**src/rtl/bas_pkg.sv**
```systemverilog
package bas_pkg;
  typedef enum logic [2:0] {
    OP_IDLE  = 3'd0,
    OP_START = 3'd1,
    OP_DESEL = 3'd2,
    OP_CONT  = 3'd3,
    OP_SUSP  = 3'd4
  } bas_op_e;
endpackage

```
**src/rtl/bas_strobe_dec.sv**
```systemverilog
module bas_strobe_dec
  import bas_pkg::*;
(
  input  logic    cpu_strb_n,
  input  logic    ctl_strb_n,
  input  logic    step_n,
  input  logic    sel_master_n,
  input  logic    sel_hi,
  input  logic    sel_lo_n,
  input  logic    active,
  output bas_op_e op
);
  logic cpu_go;
  logic ctl_go;
  logic enables_ok;

  // processor strobe is gated by the master enable; controller strobe
  // yields to the processor strobe but is not gated by the master enable
  assign cpu_go     = !cpu_strb_n && !sel_master_n;
  assign ctl_go     = cpu_strb_n && !ctl_strb_n;
  assign enables_ok = !sel_master_n && sel_hi && !sel_lo_n;

  always_comb begin
    if (cpu_go || ctl_go) begin
      op = enables_ok ? OP_START : OP_DESEL;
    end else if (active) begin
      op = step_n ? OP_SUSP : OP_CONT;
    end else begin
      op = OP_IDLE;
    end
  end
endmodule

```
**src/rtl/bas_beat_gen.sv**
```systemverilog
module bas_beat_gen #(
  parameter int BURST_W = 2
) (
  input  logic [BURST_W-1:0] base_lo,
  input  logic [BURST_W-1:0] beat,
  input  logic               interleave,
  output logic [BURST_W-1:0] lo_out
);
  logic [BURST_W-1:0] xor_lo;
  logic [BURST_W-1:0] lin_lo;

  for (genvar i = 0; i < BURST_W; i++) begin : g_xor
    assign xor_lo[i] = base_lo[i] ^ beat[i];
  end

  // truncating add keeps the wrap inside the aligned group
  assign lin_lo = base_lo + beat;
  assign lo_out = interleave ? xor_lo : lin_lo;
endmodule

```
**src/rtl/burst_addr_seq.sv**
```systemverilog
module burst_addr_seq
  import bas_pkg::*;
#(
  parameter int ADDR_W  = 18,
  parameter int BURST_W = 2
) (
  input  logic              clk,
  input  logic              rst,
  input  logic              clk_en,
  input  logic [ADDR_W-1:0] addr_in,
  input  logic              cpu_strb_n,
  input  logic              ctl_strb_n,
  input  logic              step_n,
  input  logic              sel_master_n,
  input  logic              sel_hi,
  input  logic              sel_lo_n,
  input  logic              interleave,
  output logic [ADDR_W-1:0] addr_out,
  output logic              start_pulse,
  output logic              desel_pulse,
  output logic              cont,
  output logic              susp
);
  localparam int HI_W = ADDR_W - BURST_W;

  bas_op_e            op;
  logic               active_q;
  logic [BURST_W-1:0] base_lo_q;
  logic [BURST_W-1:0] beat_q;
  logic [BURST_W-1:0] beat_nxt;
  logic [BURST_W-1:0] lo_nxt;
  logic [ADDR_W-1:0]  addr_q;
  logic               start_q, desel_q, cont_q, susp_q;

  bas_strobe_dec u_dec (
    .cpu_strb_n  (cpu_strb_n),
    .ctl_strb_n  (ctl_strb_n),
    .step_n      (step_n),
    .sel_master_n(sel_master_n),
    .sel_hi      (sel_hi),
    .sel_lo_n    (sel_lo_n),
    .active      (active_q),
    .op          (op)
  );

  assign beat_nxt = beat_q + 1'b1;

  bas_beat_gen #(.BURST_W(BURST_W)) u_beat (
    .base_lo   (base_lo_q),
    .beat      (beat_nxt),
    .interleave(interleave),
    .lo_out    (lo_nxt)
  );

  always_ff @(posedge clk) begin
    if (rst) begin
      active_q  <= 1'b0;
      base_lo_q <= '0;
      beat_q    <= '0;
      addr_q    <= '0;
      start_q   <= 1'b0;
      desel_q   <= 1'b0;
      cont_q    <= 1'b0;
      susp_q    <= 1'b0;
    end else if (clk_en) begin
      start_q <= (op == OP_START);
      desel_q <= (op == OP_DESEL);
      cont_q  <= (op == OP_CONT);
      susp_q  <= (op == OP_SUSP);
      case (op)
        OP_START: begin
          active_q  <= 1'b1;
          base_lo_q <= addr_in[BURST_W-1:0];
          beat_q    <= '0;
          addr_q    <= addr_in;
        end
        OP_DESEL: active_q <= 1'b0;
        OP_CONT: begin
          beat_q              <= beat_nxt;
          addr_q[BURST_W-1:0] <= lo_nxt;
        end
        default: ;
      endcase
    end
  end

  assign addr_out    = addr_q;
  assign start_pulse = start_q;
  assign desel_pulse = desel_q;
  assign cont        = cont_q;
  assign susp        = susp_q;


  load_addr_chk: assert property (@(posedge clk) disable iff (rst)
    ($past(clk_en) && start_q) |-> (addr_q == $past(addr_in)));


  cpu_blocked_chk: assert property (@(posedge clk) disable iff (rst)
    (clk_en && !cpu_strb_n && sel_master_n) |=> (!start_q && !desel_q));


  desel_ends_chk: assert property (@(posedge clk) disable iff (rst)
    desel_q |=> (!cont_q && !susp_q));


  hi_bits_fixed_chk: assert property (@(posedge clk) disable iff (rst)
    cont_q |-> (addr_q[ADDR_W-1:BURST_W] == $past(addr_q[ADDR_W-1:BURST_W])));


  susp_hold_chk: assert property (@(posedge clk) disable iff (rst)
    susp_q |-> $stable(addr_q));


  freeze_chk: assert property (@(posedge clk) disable iff (rst)
    !clk_en |=> ($stable(addr_q) && $stable({start_q, desel_q, cont_q, susp_q})));

  logic [HI_W-1:0] unused_hi;
  assign unused_hi = addr_in[ADDR_W-1:BURST_W];
endmodule

```
**config.mk**
```make
export PLATFORM = sky130hd
export DESIGN_NAME = burst_addr_seq
export DESIGN_NICKNAME = d
export VERILOG_FILES = /design/src/rtl/bas_pkg.sv /design/src/rtl/bas_strobe_dec.sv /design/src/rtl/bas_beat_gen.sv /design/src/rtl/burst_addr_seq.sv
export SDC_FILE = /design/constraint.sdc
export NUM_CORES = 1
export LEC_CHECK = 0
export ABC_AREA = 1
export BUFFER_PORTS_ARGS = -buffer_cell sky130_fd_sc_hd__buf_2
export CAP_MARGIN = 0
export CORE_ASPECT_RATIO = 1.1
export CORE_UTILIZATION = 40
export CTS_CLUSTER_SIZE = 24
export DETAILED_ROUTE_END_ITERATION = 10
export PLACE_DENSITY = 0.67
export SLEW_MARGIN = 20
export SYNTH_ARGS = -nofsm -noshare
export SYNTH_HDL_FRONTEND = slang
export SYNTH_HIERARCHICAL = 1
export SYNTH_SLANG_ARGS = --single-unit
export TNS_END_PERCENT = 1
```
**constraint.sdc**
```tcl
create_clock -name clk -period 1.9 [get_ports clk]
set_input_delay 0.095 -clock clk [delete_from_list [all_inputs] [get_ports clk]]
set_output_delay 0.095 -clock clk [all_outputs]
set_load 0.1 [all_outputs]
```
==> impl_metrics.ini <==
[outcome]
status = finished, final reports clean

[grt]
grt_usage_pct = 16.9
grt_overflow = 0
grt_first_pass_wirelength_um = 4680
grt_start_max_net_pins = 23
antenna_found_initial = 0
grt_pass1_vias = 1132

[critical_path]
reg2reg_from = active_q$_SDFFE_PP0P_
path_common_cell = nand2_1
cp-end-kind = register
crit_fanout = 12
crit_slowest_cell = dfxtp_1
timing.critical_path.from_type = register
worstRegToRegCells = 10
arrival_ps = 1830
r2r-end = addr_out[17]$_SDFFE_PP0P_
worstSetupPathType = reg2reg
r2r_slack_ps = 310
required_ps = 2130
path_cells = inv_1, nor2_1, nand2_1, nand2_1, nand2_2, nor2_8, buf_4, nand3b_1, nand2_1, nor2_1
cpPeakStageDelay_ps = 380

[synthesis]
synthXorXnorAreaFrac_pct = 0
avgSynthCellArea_um2 = 6.74
synth_top_cell_by_area = dfxtp_1
synthSimpleGateAreaFrac_pct = 46.4
synth_top_family_by_area = simple AND/OR/NAND/NOR gates
synth_area_leaders = dfxtp_1 41%, nand2_1 15%, nor2_1 14%
yosys.area_share.adder_pct = 0.957
muxShareOfSynthArea_pct = 0
synth_compound_area_share_pct = 3.06
synthesis.area_um2 = 1310
ys_seq_elements = 27
yosys_warnings = 6
netlist.area_leader.share_pct = 41.3
synthCells = 194
synth_cell_types = 19
syn_nets = 223
ys_seq_area_share_pct = 41.3

[floorplan]
die_area_um2 = 3500
die_h_um = 62.0
io_pins = 50
placementRows = 21
die_w_um = 56.5
core_area_um2 = 3070
start_util_pct = 42.5

[detailed_routing]
ant_nets = 0
drc = 0
viasPerCell = 4.63
drt-pass1-iter-count = 4
routedWlPerCell_um = 10.1
drt_wl_total_um = 2810
initialDrtViolationCount = 26
dr_total_vias = 1286

[finish]
area_growth_pct = 23.4
drive_above_1_share_pct = 25.4
nets = 274
antenna_cells = 0

[cts]
h-tree-depth = 1
cts.sinks = 27
holdBufCountCts = 0
cts_buffer_depth = 2
postCtsSetupRepairBufs = 0
cts_buffers = 3
insertion_delay_ps = 320
cts_tree = built
cts-resized-gates = 0
path_clk_slew_ps = 140
root_buffer = clkbuf_4

[flow_run]
drv_cap = 0

[timing]
tightest_slew_ps = 487
slew-limit-headroom_pct = 67.7
setup_tns_ps = 0
setup_viol = 0
finalMaxSlewViolations = 0
rsz0062_at_grt = no
hold_viol = 0
final.min_clock_period_ps = 1590
fin_hold_ws_ps = 47.5
max_clock_freq_mhz = 627
fin_crit_sh_pct = 83.9
skew_ps = 1.56

[hold_path]
whs_path_depth = 2
hp-class = in2reg
hp-start = rst
hold_end = susp$_SDFFE_PP0P_

[placement]
io_buffers = 49
dpl.hpwl_um = 2070
place.gp.congestion = 0.813

[power]
p_leak_nw = 0.831
ir_worst_vdd_uv = 363
power_density_nw_per_um2 = 652
[cells by family (layout without fill, tap and decap cells)]
family,Yosys count,count (layout)
buf+inv,26,76
simple gates,132,132
compound gates,8,8
flops,27,27
fa+ha+maj,1,1
[power breakdown]
part | internal [W] | switching, W | leakage, nW
combinational | 0.0000597 | 0.000159 | 0.595
clock | 0.0000788 | 0.000167 | 0.0177
sequential | 0.000581 | 0.00000688 | 0.219
[area by class of cell]
| class | count | area (um^2) |
|---|---|---|
| clock inverter | 1 | 5.00 |
| clock buffer | 3 | 22.5 |
| inverter | 20 | 76.3 |
| timing repair buffer | 52 | 268 |
| fill | 338 | 1460 |
| multi-input combinational | 141 | 659 |
| sequential | 27 | 541 |
| tap | 34 | 42.5 |
[layout by cell type (no fill, tap or decap)]
cell	Yosys	layout
a21oi_1	7	7
buf_2	1	49
buf_4	0	3
clkbuf_4	0	3
clkinv_2	1	2
dfxtp_1	27	27
ha_1	1	1
inv_1	17	17
inv_2	2	2
nand2_1	51	51
nand2_2	1	1
nand2_4	1	1
nand3_1	10	10
nand3b_1	18	18
nand4_1	2	2
nor2_1	48	48
nor2_8	1	1
o21ai_1	1	1
[worst max-delay path, delay by kind of cell, from the launching register on]
family	cells	cell delay (ps)
and+or+nand+nor	8	860
DFF	1	380
buffers and inverters	2	260
[worst max path at each step]
stage	startpoint	endpoint	slack [ps]	cells after the start
floorplan	active_q$_SDFFE_PP0P_	addr_out[10]$_SDFFE_PP0P_	480	11
global placement	active_q$_SDFFE_PP0P_	addr_out[12]$_SDFFE_PP0P_	390	10
detailed placement	active_q$_SDFFE_PP0P_	addr_out[17]$_SDFFE_PP0P_	350	10
CTS	active_q$_SDFFE_PP0P_	addr_out[17]$_SDFFE_PP0P_	340	10
global route	active_q$_SDFFE_PP0P_	addr_out[13]$_SDFFE_PP0P_	160	10
finish	active_q$_SDFFE_PP0P_	addr_out[17]$_SDFFE_PP0P_	310	10
[metrics by stage]
step                      cells  setup slack [ps]  power, W  area, um^2  util (%)
final                       278               306   0.00105        1610      52.5
after floorplan             194               478  0.000765        1310         -
after global routing        278               161   0.00110        1610      52.5
after global placement      274               395  0.000819        1590      51.6
after detailed placement    274               347  0.000820        1590      51.6
after CTS                   278               340   0.00107        1610      52.5
[sequential cells by signal, summed over array words and instances (netlist names)]
name	flops
beat_q	2
desel_pulse	1
cont	1
susp	1
active_q	1
base_lo_q	2
addr_out	18
start_pulse	1
[synth_stat cells, drive strengths merged]
master	number
a21oi	7
dfxtp	27
buf	4
nor2	49
clkinv	1
nand2	53
nand3	10
nand3b	18
nand4	2
o21ai	1
clkbuf	2
ha	1
inv	19
[metal layers]
metal,part of all wire [%],GRT usage [%],vias to the layer above
met1,48,20.4,557
met3,4.1,2.28,2
li1,-,-,698
met5,0,0,-
met4,0.75,7.67,0
met2,47,30.6,29
(Power assumes the default switching activity.)
